===== src/rtl/hsx_pkg.sv =====
package hsx_pkg;
  typedef enum logic [1:0] {
    HSX_IDLE  = 2'd0,
    HSX_SHIFT = 2'd1,
    HSX_WAIT  = 2'd2
  } hsx_state_e;
endpackage


===== src/rtl/hsx_sync.sv =====
module hsx_sync #(
  parameter int          W       = 1,
  parameter logic [W-1:0] RST_VAL = '0
) (
  input  logic         clk,
  input  logic         rst_n,
  input  logic [W-1:0] d_in,
  output logic [W-1:0] q_out
);
  logic [W-1:0] meta_q;
  logic [W-1:0] stab_q;

  always_ff @(posedge clk or negedge rst_n) begin
    if (!rst_n) begin
      meta_q <= RST_VAL;
      stab_q <= RST_VAL;
    end else begin
      meta_q <= d_in;
      stab_q <= meta_q;
    end
  end

  assign q_out = stab_q;
endmodule


===== src/rtl/hsx_shifter.sv =====
module hsx_shifter #(
  parameter int W = 8
) (
  input  logic         clk,
  input  logic         rst_n,
  input  logic         load_tx,
  input  logic         load_rx,
  input  logic [W-1:0] load_val,
  input  logic         shift_en,
  input  logic         bit_in,
  output logic [W-1:0] shreg,
  output logic         last_bit
);
  localparam int CNT_W = (W > 2) ? $clog2(W) : 1;
  localparam logic [CNT_W-1:0] LAST_IDX = CNT_W'(W - 1);

  logic [W-1:0]     sh_q, sh_d;
  logic [CNT_W-1:0] cnt_q, cnt_d;
  logic             sh_en;

  always_comb begin
    sh_d  = sh_q;
    cnt_d = cnt_q;
    sh_en = 1'b0;
    if (load_tx) begin
      sh_d  = load_val;
      cnt_d = '0;
      sh_en = 1'b1;
    end else if (load_rx) begin
      sh_d  = '0;
      cnt_d = '0;
      sh_en = 1'b1;
    end else if (shift_en) begin
      sh_d  = {sh_q[W-2:0], bit_in};
      cnt_d = cnt_q + 1'b1;
      sh_en = 1'b1;
    end
  end

  always_ff @(posedge clk or negedge rst_n) begin
    if (!rst_n) begin
      sh_q  <= '0;
      cnt_q <= '0;
    end else if (sh_en) begin
      sh_q  <= sh_d;
      cnt_q <= cnt_d;
    end
  end

  assign shreg    = sh_q;
  assign last_bit = shift_en && (cnt_q == LAST_IDX);
endmodule


===== src/rtl/hsx_ack_timer.sv =====
module hsx_ack_timer #(
  parameter int LIMIT = 4_000_000
) (
  input  logic clk,
  input  logic rst_n,
  input  logic run,
  output logic expired
);
  localparam int CNT_W = (LIMIT > 2) ? $clog2(LIMIT) : 1;
  localparam logic [CNT_W-1:0] END_CNT = CNT_W'(LIMIT - 1);

  logic [CNT_W-1:0] cnt_q, cnt_d;

  always_comb begin
    if (!run)                 cnt_d = '0;
    else if (cnt_q != END_CNT) cnt_d = cnt_q + 1'b1;
    else                      cnt_d = cnt_q;
  end

  always_ff @(posedge clk or negedge rst_n) begin
    if (!rst_n) cnt_q <= '0;
    else        cnt_q <= cnt_d;
  end

  assign expired = run && (cnt_q == END_CNT);
endmodule


===== src/rtl/hsx_xcvr.sv =====
module hsx_xcvr
  import hsx_pkg::*;
#(
  parameter int DATA_W      = 8,
  parameter int TIMEOUT_CYC = 4_000_000
) (
  input  logic              clk,
  input  logic              rst_n,
  input  logic              start_tx,
  input  logic              start_rx,
  input  logic [DATA_W-1:0] tx_byte,
  input  logic              sclk_in,
  input  logic              sdata_in,
  output logic              sdata_out,
  input  logic              ack_n_in,
  output logic              req_n,
  output logic              busy,
  output logic [DATA_W-1:0] rx_byte,
  output logic              done,
  output logic              timeout,
  output logic              ack_warn
);
  localparam int SYNC_W = 3;

  logic [SYNC_W-1:0] sync_q;
  logic sclk_s, sdata_s, ack_s;
  logic sclk_prev_q;
  logic sclk_rise;

  hsx_sync #(.W(SYNC_W), .RST_VAL({SYNC_W{1'b1}})) u_sync (
    .clk   (clk),
    .rst_n (rst_n),
    .d_in  ({sclk_in, sdata_in, ack_n_in}),
    .q_out (sync_q)
  );

  assign {sclk_s, sdata_s, ack_s} = sync_q;

  always_ff @(posedge clk or negedge rst_n) begin
    if (!rst_n) sclk_prev_q <= 1'b1;
    else        sclk_prev_q <= sclk_s;
  end

  assign sclk_rise = sclk_s && !sclk_prev_q;

  hsx_state_e        state_q, state_d;
  logic              req_n_q, req_n_d;
  logic              dir_tx_q, dir_tx_d;
  logic [DATA_W-1:0] rx_q, rx_d;
  logic              rx_en;
  logic              done_q, done_d;
  logic              to_q, to_d;
  logic              warn_q, warn_d;
  logic              load_tx, load_rx, shift_en;
  logic [DATA_W-1:0] shreg;
  logic              last_bit;
  logic              wait_expired;

  hsx_shifter #(.W(DATA_W)) u_shift (
    .clk      (clk),
    .rst_n    (rst_n),
    .load_tx  (load_tx),
    .load_rx  (load_rx),
    .load_val (tx_byte),
    .shift_en (shift_en),
    .bit_in   (sdata_s),
    .shreg    (shreg),
    .last_bit (last_bit)
  );

  hsx_ack_timer #(.LIMIT(TIMEOUT_CYC)) u_timer (
    .clk     (clk),
    .rst_n   (rst_n),
    .run     (state_q == HSX_WAIT && !ack_s),
    .expired (wait_expired)
  );

  always_comb begin
    state_d  = state_q;
    req_n_d  = req_n_q;
    dir_tx_d = dir_tx_q;
    rx_d     = {shreg[DATA_W-2:0], sdata_s};
    rx_en    = 1'b0;
    done_d   = 1'b0;
    to_d     = 1'b0;
    warn_d   = 1'b0;
    load_tx  = 1'b0;
    load_rx  = 1'b0;
    shift_en = 1'b0;
    unique case (state_q)
      HSX_IDLE: begin
        if (start_tx) begin
          load_tx  = 1'b1;
          dir_tx_d = 1'b1;
          req_n_d  = 1'b0;
          state_d  = HSX_SHIFT;
        end else if (start_rx) begin
          load_rx  = 1'b1;
          dir_tx_d = 1'b0;
          req_n_d  = 1'b0;
          state_d  = HSX_SHIFT;
        end
      end
      HSX_SHIFT: begin
        shift_en = sclk_rise;
        if (last_bit) begin
          req_n_d = 1'b1;
          warn_d  = ack_s;
          rx_en   = !dir_tx_q;
          state_d = HSX_WAIT;
        end
      end
      HSX_WAIT: begin
        if (ack_s) begin
          done_d  = 1'b1;
          state_d = HSX_IDLE;
        end else if (wait_expired) begin
          to_d    = 1'b1;
          state_d = HSX_IDLE;
        end
      end
      default: state_d = HSX_IDLE;
    endcase
  end

  always_ff @(posedge clk or negedge rst_n) begin
    if (!rst_n) begin
      state_q  <= HSX_IDLE;
      req_n_q  <= 1'b1;
      dir_tx_q <= 1'b0;
      done_q   <= 1'b0;
      to_q     <= 1'b0;
      warn_q   <= 1'b0;
    end else begin
      state_q  <= state_d;
      req_n_q  <= req_n_d;
      dir_tx_q <= dir_tx_d;
      done_q   <= done_d;
      to_q     <= to_d;
      warn_q   <= warn_d;
    end
  end

  always_ff @(posedge clk or negedge rst_n) begin
    if (!rst_n)     rx_q <= '0;
    else if (rx_en) rx_q <= rx_d;
  end

  assign sdata_out = dir_tx_q ? shreg[DATA_W-1] : 1'b1;
  assign req_n     = req_n_q;
  assign busy      = (state_q != HSX_IDLE);
  assign rx_byte   = rx_q;
  assign done      = done_q;
  assign timeout   = to_q;
  assign ack_warn  = warn_q;
endmodule


===== config.mk =====
export PLATFORM = sky130hd
export DESIGN_NAME = hsx_xcvr
export DESIGN_NICKNAME = d
export VERILOG_FILES = /design/src/rtl/hsx_pkg.sv /design/src/rtl/hsx_sync.sv /design/src/rtl/hsx_shifter.sv /design/src/rtl/hsx_ack_timer.sv /design/src/rtl/hsx_xcvr.sv
export SDC_FILE = /design/constraint.sdc
export NUM_CORES = 1
export LEC_CHECK = 0
export BUFFER_PORTS_ARGS = -buffer_cell sky130_fd_sc_hd__buf_2
export CAP_MARGIN = 20
export CORE_MARGIN = 2
export CORE_UTILIZATION = 57
export CTS_CLUSTER_DIAMETER = 200
export CTS_CLUSTER_SIZE = 30
export DETAILED_ROUTE_END_ITERATION = 12
export HOLD_SLACK_MARGIN = 0.02
export PLACE_DENSITY = 0.78
export SYNTH_ARGS = -nofsm -noshare
export SYNTH_HDL_FRONTEND = slang
export SYNTH_SLANG_ARGS = --single-unit
export TNS_END_PERCENT = 100

===== constraint.sdc =====
create_clock -name clk -period 2.8 [get_ports clk]
set_input_delay 0.28 -clock clk [delete_from_list [all_inputs] [get_ports clk]]
set_output_delay 0.28 -clock clk [all_outputs]
set_load 0.1 [all_outputs]

==> metrics.log, run 1 <==
INFO  metric status = completed
INFO  metric insertedDiodeCount = 0
INFO  metric period_share = 78.38%
INFO  metric share_seq_of_total_power = a little under half
INFO  metric crit_type = reg2reg
INFO  metric clock_power_share = 21.3%
INFO  metric worst_clock_skew = approximately 0.006 ns
INFO  metric post-synth-top-count-cell = dfrtp_1
INFO  metric number_of_antenna_violations_at_the_first_check_in_global_routing = 0
INFO  metric finalSetupViolations = 0
INFO  metric total_power = roughly 2200 uW
INFO  metric power_per_cell_area = between 700 and 800 mW/mm^2
INFO  metric share_of_post_route_cells_with_drive_strength_above_1 = a little under a quarter
INFO  metric synthTopCellsByCount = dfrtp_1, nand2_1, o21ai_0, nor2_1, a21oi_1
INFO  metric synth_cell_types = 45
INFO  metric finalWeightedCongestion = 0.8280
INFO  metric utilization = between 60 and 70%
INFO  metric grt_first_pass_wirelength = roughly 8 mm
INFO  metric synth-seq-area-share = between 50% and 60%
INFO  metric place_area = 0.002689 mm^2
INFO  metric dr.first_iter.drc_count = ~90
INFO  metric whs = around 0.048 ns
INFO  metric num_rows = 24
INFO  metric cp_data_required_time = 3.05 ns
INFO  metric ys_dominant_reg_cell = dfrtp_1
INFO  metric synth_cells = roughly 240
INFO  metric comb_power_share = 31.9%
INFO  metric switchingPower = 849.8 uW
INFO  metric wl_per_cell = 14.54 um
INFO  metric synth_seq_cells = 55
INFO  metric worst_setup_hold_path_clk_slew = about 0.10 ns
INFO  metric timing.final.hold_violations = 0
INFO  metric num-nets-final = approximately 290
INFO  metric placement.io_buffers = 28
INFO  metric peak_clock_frequency_supported_by_timing = roughly 0.46 GHz
INFO  metric yosys-top-cells-area = dfrtp_1, dfstp_2, nand2_1
INFO  metric ant_nets = 0
INFO  metric die_width = 70.09 um
INFO  metric detail_route.wirelength = 4.652 mm
INFO  metric hp-class = in2reg
INFO  metric worstMarginPinSlew = between 0.5 and 0.6 ns
INFO  metric async_reset_ff_share = between 90% and 100%
INFO  metric vdd_ir_drop_max = approximately 0.55 mV
INFO  metric grt_start_max_net_pins = 40
INFO  metric clockBufferDepth = 2
INFO  metric synth.largest_area_cell = dfrtp_1
INFO  metric setup_tns = 0 ns
INFO  metric cap_violations = 0
INFO  metric tritoncts = built
INFO  metric ios = 29
INFO  metric design_area = roughly 0.0028 mm^2
INFO  metric inserted_clock_buffers = 5
INFO  metric internal_power = between 1000 and 1500 uW
INFO  metric dr.pass1.iters = 4
INFO  metric grt.overflow.total = 0
INFO  metric worstSkewPairLatency = approximately 0.32 ns
INFO  metric cts_root_buffer = clkbuf_8
INFO  metric drt_drc_violations_left = 0
INFO  metric synthesis.area_per_instance = 10.55 um^2
INFO  metric critical_path_arrival = 2.44 ns
INFO  metric dr_total_vias = around 1,900
INFO  metric power.switching_fraction = between 30% and 40%
INFO  metric area_growth_syn_to_layout = 12.26%
INFO  metric hpwl = ~3.3 mm
INFO  metric synth_enable_flop_cells = 0
INFO  metric cts_htree_levels = 2
INFO  metric core_area = around 0.0043 mm^2
INFO  metric cts.repair.resized = 0
INFO  metric post-synth-top-area-fraction = 47.24%
INFO  metric power.leakage = between 0.001 and 0.0015 uW
INFO  metric grt_setup_unrepaired = no
INFO  metric cp-start-kind = flop
INFO  metric total_routing_usage_gr = between 20% and 30%
INFO  metric avgViaCountPerCell = 5.828
INFO  metric cp_max_fo = 8
INFO  metric setup.reg_to_reg.worst_slack = slightly above 0.6 ns
INFO  metric yosys_warnings = 0
INFO  metric slew_headroom = approximately 63%
INFO  metric end_kind = flop
INFO  metric start_util = about 58%
INFO  metric grt_pass1_vias = ~1,700
INFO  metric design.die.area = 0.004913 mm^2
INFO  metric syn_nets = between 200 and 300
INFO  metric die_h = around 70 um
INFO  metric syn_area = around 0.0025 mm^2
INFO  metric finalWorstPathRequiredPeriod = between 2 and 2.5 ns
INFO  metric cts.sinks = 55
INFO  metric slew_violations = 0
INFO  metric n_fill_cell = around 350
## metrics by stage
step,setup WS (ns),std cells
6_report,0.6053,320
5_1_grt,0.5389,320
4_1_cts,0.6144,320
3_5_place_dp,0.6308,311
3_3_place_gp,0.6891,311
2_1_floorplan,0.7864,236
## worst paths after layout
check / depth (start not counted) / from / end
worst max-delay path: 5 / u_timer.cnt_q[0] / u_timer.cnt_q[20]
worst min-delay path: 1 / sdata_in / u_sync.meta_q[1]
worst max register to register: 5 / u_timer.cnt_q[0] / u_timer.cnt_q[20]
worst min register to register: 0 / u_sync.meta_q[1] / u_sync.q_out[1]
max in group asynchronous: 3 / rst_n / u_sync.q_out[2]
min in group asynchronous: 2 / rst_n / u_timer.cnt_q[15]
## power groups by stage
stage,combinational (uW),clock [uW],sequential (uW)
after detailed placement,696,0,1030
after global routing,734,514,1030
after floorplan,362,0,1220
after global placement,682,0,1030
final,692,462,1010
after CTS,698,479,1010
## cells in the final DEF, fill, tap and decap left out, drive strengths merged, types with 2 or more instances in the layout
cell,Yosys,final
xor2,2,2
nand2,34,34
nand4,4,4
nand2b,6,6
inv,3,5
nand3,6,6
or2,2,2
dfrtp,47,47
a21oi,10,10
buf,2,32
nor2,13,13
dfstp,8,8
xnor2,3,3
nor4,3,3
o21ai,20,20
or4,3,3
a31oi,5,5
and3,5,5
or3,5,5
mux2,8,8
nor3b,2,2
mux2i,5,5
nor3,5,5
a2bb2oi,8,8
ha,3,3
clkbuf,7,5
## worst max-delay path, cell delays in order (launching register included)
cell and delay [ns]:
dfrtp_1 0.42, ha_1 0.25, nand3_2 0.13, or4_1 0.67, or4_1 0.51, a21oi_1 0.15
## state kept, by name, indices dropped and copies added (netlist names), 2 cells and up
name and flops:
u_timer.cnt_q 22, u_sync.meta_q 3, u_shift.cnt_q 3, state_q 2, u_shift.shreg 8, u_sync.q_out 3, rx_byte 8
## logic make-up after synthesis
family	after synthesis	share of synthesized area, %
AO/OA/AOI/OAI	49	12.06
multiplexers	13	5.628
flip-flops	55	55.68
adder cells (fa/ha/maj)	3	1.508
XOR/XNOR	5	1.759
buffers and inverters	12	1.910
AND/OR/NAND/NOR	99	21.46
## timing repair
| action | CTS | global route |
|---|---|---|
| hold buffers | 1 | 0 |
| hold endpoints to repair | 14 | 0 |
| buffers inserted | 0 | 0 |
## per-layer routing
metal  part of all wire, %  vias to the layer above  track usage, %
li1                      -                      912               -
met1                    50                      911           29.86
met2                    45                       34           31.43
met3                   3.2                        8           4.329
met4                   1.8                        0           7.692
met5                     0                        -               0
## cell type report
| cell class | count | area [um^2] | share of cell area (%) |
|---|---|---|---|
| multi-input cells | 169 | 1056 | 37.78 |
| repair buffers | 33 | 180.2 | 6.446 |
| clock inverters | 3 | 27.53 | 0.9848 |
| clock buffers | 5 | 68.82 | 2.462 |
| inverters | 3 | 11.26 | 0.4029 |
| flip-flops and latches | 55 | 1386 | 49.60 |
| well taps | 52 | 65.06 | 2.328 |
Power figures use the tool's default switching activity.
==> run 2, diff against run 1 <==
--- a/config.mk
+++ b/config.mk
@@ -5,15 +5,16 @@
 export SDC_FILE = /design/constraint.sdc
 export NUM_CORES = 1
 export LEC_CHECK = 0
+export ABC_AREA = 1
 export BUFFER_PORTS_ARGS = -buffer_cell sky130_fd_sc_hd__buf_2
 export CAP_MARGIN = 20
 export CORE_MARGIN = 2
-export CORE_UTILIZATION = 57
+export CORE_UTILIZATION = 52
 export CTS_CLUSTER_DIAMETER = 200
 export CTS_CLUSTER_SIZE = 30
 export DETAILED_ROUTE_END_ITERATION = 12
 export HOLD_SLACK_MARGIN = 0.02
-export PLACE_DENSITY = 0.78
+export PLACE_DENSITY = 0.75
 export SYNTH_ARGS = -nofsm -noshare
 export SYNTH_HDL_FRONTEND = slang
 export SYNTH_SLANG_ARGS = --single-unit
==> constraint.sdc (replaced) <==
create_clock -name clk -period 1.8 [get_ports clk]
set_input_delay 0.18 -clock clk [delete_from_list [all_inputs] [get_ports clk]]
set_output_delay 0.18 -clock clk [all_outputs]
set_load 0.1 [all_outputs]
==> run 2 against run 1 <==
  * Core utilization decreased by 4.0 points
  * Clock power increased by 73%
  * Global-route usage increased by 0.42 points
  * Routed wire length rose by 24%
  * Critical path depth is 3 higher
  * Synthesized cell count up 41%
  * Area after synthesis rose by 8.4%
  * Non-clock buffer count is 3 higher
  * Clock skew grew 0.0053 ns
  * Register-to-register slack worse by 0.44 ns
  * Count of clock-buffer cells in the layout did not move
  * Sequential power rose by 51%
  * Highest routed layer unchanged
==> metrics.log, run 2 <==
INFO  metric status = completed
INFO  metric ys_dominant_reg_cell = dfrtp_1
INFO  metric largest_family_of_logic_cells_by_synthesized_area = simple AND/OR/NAND/NOR gates
INFO  metric total_routing_usage_gr = 21.20% (+0.42 points)
INFO  metric synth-seq-area-share = 51.37% (-4.3 points)
INFO  metric dr.first_iter.drc_count = 140 (+57%)
INFO  metric detail_route.wirelength = 5.767 mm (+24%)
INFO  metric internal_power = 2116 uW (+60%)
INFO  metric yosys-top-cells-area = dfrtp_1, nand2_1, dfstp_2
INFO  metric end_kind = flop
INFO  metric registers.top_by_ff_count = u_timer.cnt_q
INFO  metric grt_start_max_net_pins = 21 (-48%)
INFO  metric ios = 29 (unchanged)
INFO  metric insertedDiodeCount = 0 (unchanged)
INFO  metric clock_power_share = 22.4% (+1.1 points)
INFO  metric grt_first_pass_wirelength = 9.984 mm (+22%)
INFO  metric ff_latch_area = 0.001388 mm^2 (about the same)
INFO  metric async_reset_ff_share = 100.0% (unchanged)
INFO  metric cp_max_fo = 7 (-1)
INFO  metric wl_per_cell = 13.05 um (-10%)
INFO  metric share_seq_of_total_power = 42.9% (-3.9 points)
INFO  metric worst_setup_hold_path_clk_slew = 0.10 ns (about the same)
INFO  metric worst_clock_skew = 0.01114 ns (+0.005269 ns)
INFO  metric vdd_ir_drop_max = 0.8401 mV (+53%)
INFO  metric clockBufferDepth = 2 (unchanged)
INFO  metric peak_clock_frequency_supported_by_timing = 0.6123 GHz (+34%)
INFO  metric synth_cells = 333 (+41%)
INFO  metric core_area = 0.005042 mm^2 (+17%)
INFO  metric cts_root_buffer = clkbuf_8
INFO  metric design.die.area = 0.005782 mm^2 (+18%)
INFO  metric synth-adder-area-share = 1.391% (-0.12 points)
INFO  metric power.switching_fraction = 40.82% (+1.6 points)
INFO  metric grt_setup_unrepaired = no
INFO  metric syn_nets = 351 (+38%)
INFO  metric final_common_cell = nand2_1
INFO  metric yosys_warnings = 0 (unchanged)
INFO  metric comb_power_share = 34.8% (+2.9 points)
INFO  metric largest_register_ff_count = 22 (unchanged)
INFO  metric placement.io_buffers = 28 (unchanged)
INFO  metric area_growth_syn_to_layout = 14.14%
INFO  metric synthTopCellsByCount = nand2_1, nor2_1, dfrtp_1, inv_1, nand3_1
INFO  metric hp-class = in2reg
INFO  metric finalWorstPathRequiredPeriod = 1.633 ns (-0.5617 ns)
INFO  metric finalSetupViolations = 0 (unchanged)
INFO  metric inserted_clock_buffers = 5 (unchanged)
INFO  metric synth-xor-area-share = 2.596% (+0.84 points)
INFO  metric synth_cell_types = 33 (-27%)
INFO  metric most_frequent_cells_in_the_layout = nand2_1, nor2_1, dfrtp_1
INFO  metric synth.largest_area_cell = dfrtp_1
INFO  metric cp-start-kind = flop
INFO  metric crit_type = reg2reg
INFO  metric critical_path_arrival = 1.83 ns (-0.61 ns)
INFO  metric tritoncts = built
INFO  metric worstSkewPairLatency = 0.30 ns (-0.02 ns)
INFO  metric number_of_antenna_violations_at_the_first_check_in_global_routing = 0 (unchanged)
INFO  metric setup_tns = 0 ns (unchanged)
INFO  metric avgViaCountPerCell = 5.014 (-14%)
INFO  metric synth-compound-area-share = 6.722% (-5.3 points)
INFO  metric slew_violations = 0 (unchanged)
INFO  metric start_util = 53.52% (-4.5 points)
INFO  metric worstMarginPinSlew = 0.4741 ns (-0.07091 ns)
INFO  metric switchingPower = 1460 uW (+72%)
INFO  metric grt_pass1_vias = 2,159 (+24%)
INFO  metric share_of_post_route_cells_with_drive_strength_above_1 = 20.16% (-3.7 points)
INFO  metric synth_enable_flop_cells = 0 (unchanged)
INFO  metric die_h = 76.04 um (+8.5%)
INFO  metric hpwl = 4.330 mm (+33%)
INFO  metric synth_seq_cells = 55 (unchanged)
INFO  metric n_fill_cell = 438 (+25%)
INFO  metric power.leakage = 0.001410 uW (+13%)
INFO  metric multi_input_area = 0.001155 mm^2 (+9.4%)
INFO  metric cts.sinks = 55 (unchanged)
INFO  metric slew_headroom = 68.15% (+4.8 points)
INFO  metric dr.pass1.iters = 4 (unchanged)
INFO  metric post_cts_setup_buffer_count = 0 (unchanged)
INFO  metric synth_area_in_simple_gates = 31.90% (+10 points)
INFO  metric drt_drc_violations_left = 0 (unchanged)
INFO  metric dr_total_vias = 2,216 (+19%)
INFO  metric cp_data_required_time = 2.00 ns (-1.05 ns)
INFO  metric cts_htree_levels = 2 (unchanged)
INFO  metric ant_nets = 0 (unchanged)
INFO  metric syn_area = 0.002699 mm^2 (+8.4%)
INFO  metric num-nets-final = 389 (+36%)
INFO  metric finalWeightedCongestion = 0.9259 (+12%)
INFO  metric cap_violations = 0 (unchanged)
INFO  metric grt.overflow.total = 0 (unchanged)
INFO  metric die_width = 76.04 um (+8.5%)
INFO  metric period_share = 90.73% (+12 points)
INFO  metric timing.final.hold_violations = 0 (unchanged)
INFO  metric post-synth-top-count-cell = nand2_1
INFO  metric post-synth-top-area-fraction = 43.58% (-3.7 points)
INFO  metric synthesis.area_per_instance = 8.105 um^2 (-23%)
INFO  metric num_rows = 26 (+8.3%)
INFO  metric utilization = 61.09% (-4.0 points)
INFO  metric power_per_cell_area = 1161 mW/mm^2 (+50%)
INFO  metric post_synth_mux_area_share = 0% (-5.6 points)
run 2: worst max-delay path, cell delays in order, from the launching register on:
cell and delay [ns]:
dfrtp_2 0.42, ha_2 0.24, inv_1 0.08, nor2_4 0.17
nand2_4 0.09, nor3_4 0.19, nand3_2 0.18, nand2_1 0.11
inv_1 0.04
run 2: logic make-up (layout without fill, tap and decap cells):
family,Yosys count,in the layout
buffers and inverters,39,78
AOI/OAI and AO/OA,34,34
adders and majority gates,3,3
xor gates and xnor gates,8,8
DFF,55,55
and+or+nand+nor,194,194
run 2: through the flow:
stage | setup WS [ns] | hold WS (ns) | instances | total power (uW) | instance area, um^2
2_1_floorplan | 0.1671 | -0.1156 | 333 | 2560 | 2701
3_3_place_gp | 0.1946 | 0.1350 | 430 | 2764 | 2924
3_5_place_dp | 0.07479 | 0.1411 | 430 | 2790 | 2924
4_1_cts | 0.07182 | 0.1527 | 442 | 3599 | 3077
5_1_grt | 0.006351 | 0.1513 | 442 | 3779 | 3080
6_report | 0.1669 | 0.1585 | 442 | 3576 | 3080
run 2: what timing repair did:
item	4_1_cts	5_1_grt
endpoints found under the hold margin	19	0
endpoints found under the setup margin	0	2
resized for setup	0	2
hold buffers	4	0
run 2: area by class of cell:
class | count | area share, %
Multi-Input combinational cell | 239 | 37.49
Tap cell | 70 | 2.843
Clock inverter | 3 | 1.422
Timing Repair Buffer | 36 | 6.824
Clock buffer | 5 | 2.234
Inverter | 34 | 4.143
Sequential cell | 55 | 45.04
run 2: worst paths after layout:
| kind | cells after the start | slack (ns) | end | startpoint |
|---|---|---|---|---|
| setup / recovery | 8 | 0.17 | u_timer.cnt_q[8] | u_timer.cnt_q[0] |
| hold / removal | 3 | 0.16 | u_shift.shreg[7] | tx_byte[7] |
| setup reg to reg | 8 | 0.17 | u_timer.cnt_q[8] | u_timer.cnt_q[0] |
| hold reg to reg | 0 | 0.36 | u_sync.q_out[1] | u_sync.meta_q[1] |
| max in group asynchronous | 3 | 0.78 | u_sync.meta_q[2] | rst_n |
| min in group asynchronous | 2 | 0.34 | u_shift.shreg[3] | rst_n |
run 2: power by group through the flow:
stage / combinational, uW / sequential, uW / clock, uW
after floorplan: 549 / 2010 / 0
after global placement: 1210 / 1550 / 0
after detailed placement: 1240 / 1550 / 0
after CTS: 1250 / 1530 / 817
after global routing: 1340 / 1560 / 883
final: 1240 / 1530 / 799
run 2: layer usage:
metal	vias up	wire length, um	track usage [%]
met1	1036	2836	31.73
met3	7	283	3.555
met4	0	75	5.273
met2	50	2572	32.50
met5	-	0	0
li1	1123	-	-
==> run 3, diff against run 2 <==
--- a/config.mk
+++ b/config.mk
@@ -11,7 +11,7 @@
 export CORE_MARGIN = 2
 export CORE_UTILIZATION = 52
 export CTS_CLUSTER_DIAMETER = 200
-export CTS_CLUSTER_SIZE = 30
+export CTS_CLUSTER_SIZE = 25
 export DETAILED_ROUTE_END_ITERATION = 12
 export HOLD_SLACK_MARGIN = 0.02
 export PLACE_DENSITY = 0.75
==> constraint.sdc (replaced) <==
create_clock -name clk -period 1.4 [get_ports clk]
set_input_delay 0.14 -clock clk [delete_from_list [all_inputs] [get_ports clk]]
set_output_delay 0.14 -clock clk [all_outputs]
set_load 0.1 [all_outputs]
==> run 3 against run 2 <==
  * The flow now finishes with violations (negative setup slack)
  * Design area increased by 12%
  * Final cell count is 5.2% higher
  * Routed wire length rose by 11%
  * Non-clock buffer count is 22 higher
  * Core utilization is 7.3 points higher
  * Critical path type unchanged
  * Critical endpoint is now rx_byte[7]
  * Largest cell class unchanged
==> metrics.log, run 3 (synthesis gave the netlist of run 2 again) <==
INFO  metric area_growth_syn_to_layout = 27.77%
INFO  metric die_h = 76.04 um (unchanged)
INFO  metric critical_path_arrival = 1.65 ns (-0.18 ns)
INFO  metric timing.final.hold_violations = 0 (unchanged)
INFO  metric clockBufferDepth = 2 (unchanged)
INFO  metric utilization = 68.39% (+7.3 points)
INFO  metric worst_clock_skew = 0.01899 ns (+0.007843 ns)
INFO  metric cap_violations = 0 (unchanged)
INFO  metric number_of_antenna_violations_at_the_first_check_in_global_routing = 0 (unchanged)
INFO  metric ant_nets = 0 (unchanged)
INFO  metric dr_total_vias = 2,399 (+8.3%)
INFO  metric hp-class = in2reg
INFO  metric grt_first_pass_wirelength = 10.50 mm (+5.2%)
INFO  metric hpwl = 4.469 mm (+3.2%)
INFO  metric inserted_clock_buffers = 5 (unchanged)
INFO  metric vdd_ir_drop_max = 1.311 mV (+56%)
INFO  metric detail_route.wirelength = 6.376 mm (+11%)
INFO  metric whs = 0.09727 ns (-0.06120 ns)
INFO  metric registers.top_by_ff_count = u_timer.cnt_q
INFO  metric worstSkewPairLatency = 0.32 ns (+0.02 ns)
INFO  metric grt_start_max_net_pins = 33 (+57%)
INFO  metric cp_data_required_time = 1.61 ns (-0.39 ns)
INFO  metric largest_register_ff_count = 22 (unchanged)
INFO  metric worstMarginPinSlew = 0.4863 ns (+0.01219 ns)
INFO  metric drt_drc_violations_left = 0 (unchanged)
INFO  metric num-nets-final = 412 (+5.9%)
INFO  metric finalWeightedCongestion = 0.9083 (-1.9%)
INFO  metric power.leakage = 0.001562 uW (+11%)
INFO  metric num_rows = 26 (unchanged)
INFO  metric grt.overflow.total = 0 (unchanged)
INFO  metric status = finished, violations left
INFO  metric end_kind = flop
INFO  metric grt_pass1_vias = 2,321 (+7.5%)
INFO  metric tritoncts = built
INFO  metric dr.pass1.iters = 4 (unchanged)
INFO  metric crit_type = reg2reg
INFO  metric total_routing_usage_gr = 22.55% (+1.3 points)
INFO  metric placement.io_buffers = 28 (unchanged)
INFO  metric cp_max_fo = 8 (+1)
INFO  metric setup_tns = -0.1784 ns (-0.1784 ns)
INFO  metric die_width = 76.04 um (unchanged)
INFO  metric wl_per_cell = 13.71 um (+5.1%)
INFO  metric core_area = 0.005042 mm^2 (unchanged)
INFO  metric cts.sinks = 55 (unchanged)
INFO  metric violations = negative setup slack
INFO  metric avgViaCountPerCell = 5.159 (+2.9%)
INFO  metric cp-start-kind = flop
INFO  metric slew_violations = 0 (unchanged)
INFO  metric final_common_cell = nand2_1
INFO  metric grt_setup_unrepaired = yes
INFO  metric finalSetupViolations = 11 (+11)
INFO  metric slew_headroom = 67.81% (-0.35 points)
INFO  metric finalWorstPathRequiredPeriod = 1.442 ns (-0.1911 ns)
INFO  metric final_critical_path_setup_slack = -0.04198 ns (-0.2089 ns)
INFO  metric ios = 29 (unchanged)
INFO  metric start_util = 53.52% (unchanged)
INFO  metric worst_setup_hold_path_clk_slew = 0.11 ns (about the same)
INFO  metric period_share = 103.0% (+12 points)
INFO  metric dr.first_iter.drc_count = 145 (+3.6%)
INFO  metric cts_root_buffer = clkbuf_8
INFO  metric power_per_cell_area = 1440 mW/mm^2 (+24%)
INFO  metric share_of_post_route_cells_with_drive_strength_above_1 = 31.65% (+11 points)
INFO  metric most_frequent_cells_in_the_layout = nand2_1, dfrtp_1, nor2_1
INFO  metric cts_htree_levels = 2 (unchanged)
INFO  metric peak_clock_frequency_supported_by_timing = 0.6935 GHz (+13%)
INFO  metric insertedDiodeCount = 0 (unchanged)
INFO  metric design.die.area = 0.005782 mm^2 (unchanged)
==> run 3: changes by cell type in the layout (fill, tap and decap cells not counted), sizes merged <==
cell and change:
clkinvlp +2, buf +22, clkinv -3, nand2 +1, inv +1
==> run 3: layout make-up <==
type | instances | area (um^2)
tap | 70 | 87.58
sequential | 55 | 1391
clock buffer | 5 | 68.82
inverter | 34 | 133.9
multi-input combinational | 240 | 1284
fill | 410 | 1594
timing repair buffer | 58 | 436.7
clock inverter | 3 | 46.29
==> run 3: per-layer routing <==
metal	track usage [%]	wire length, um	up-vias
met1	31.01	2869	1160
met3	4.621	271	8
met2	36.52	3144	52
met4	6.727	91	0
li1	-	-	1179
met5	0	0	-
==> run 3: metrics by stage <==
stage	setup WS (ns)	total power [uW]	instance area, um^2	instances
after floorplan	0.01757	3313	2728	333
after global placement	-0.01777	3709	3118	445
after detailed placement	-0.04599	3781	3118	445
after CTS	-0.02648	4890	3303	459
after global routing	-0.1227	5217	3448	465
final	-0.04198	4965	3448	465
==> run 3: path summary, 6_finish.rpt <==
check	start	endpoint	slack, ns	cells past startpoint
worst max-delay path	u_sync.q_out[2]	rx_byte[7]	-0.04	7
worst min-delay path	tx_byte[7]	u_shift.shreg[7]	0.1	3
worst max register to register	u_sync.q_out[2]	rx_byte[7]	-0.04	7
worst min register to register	u_sync.meta_q[1]	u_sync.q_out[1]	0.35	0
max in group asynchronous	rst_n	u_sync.q_out[0]	0.64	3
min in group asynchronous	rst_n	u_timer.cnt_q[17]	0.20	2
==> run 3: what timing repair did <==
| item | 4_1_cts | 5_1_grt |
|---|---|---|
| pin swaps | 0 | 5 |
| setup buffers | 2 | 5 |
| resized for setup | 5 | 35 |
| endpoints found under the setup margin | 17 | 34 |
| hold endpoints to repair | 50 | 0 |
| gates cloned | 0 | 1 |
| hold buffers | 4 | 0 |
==> run 3: critical path: stages, from the launching register on <==
cell	delay (ns)
dfstp_2	0.55
inv_2	0.03
nor2_2	0.10
nand2_2	0.13
nor2_4	0.24
nand2_4	0.13
nand2_1	0.09
o21ai_1	0.07
==> run 3: power breakdown <==
part | internal, uW | switching [uW]
clock network | 540 | 552
registers | 1850 | 137
logic | 505 | 1380
total | 2900 | 2060
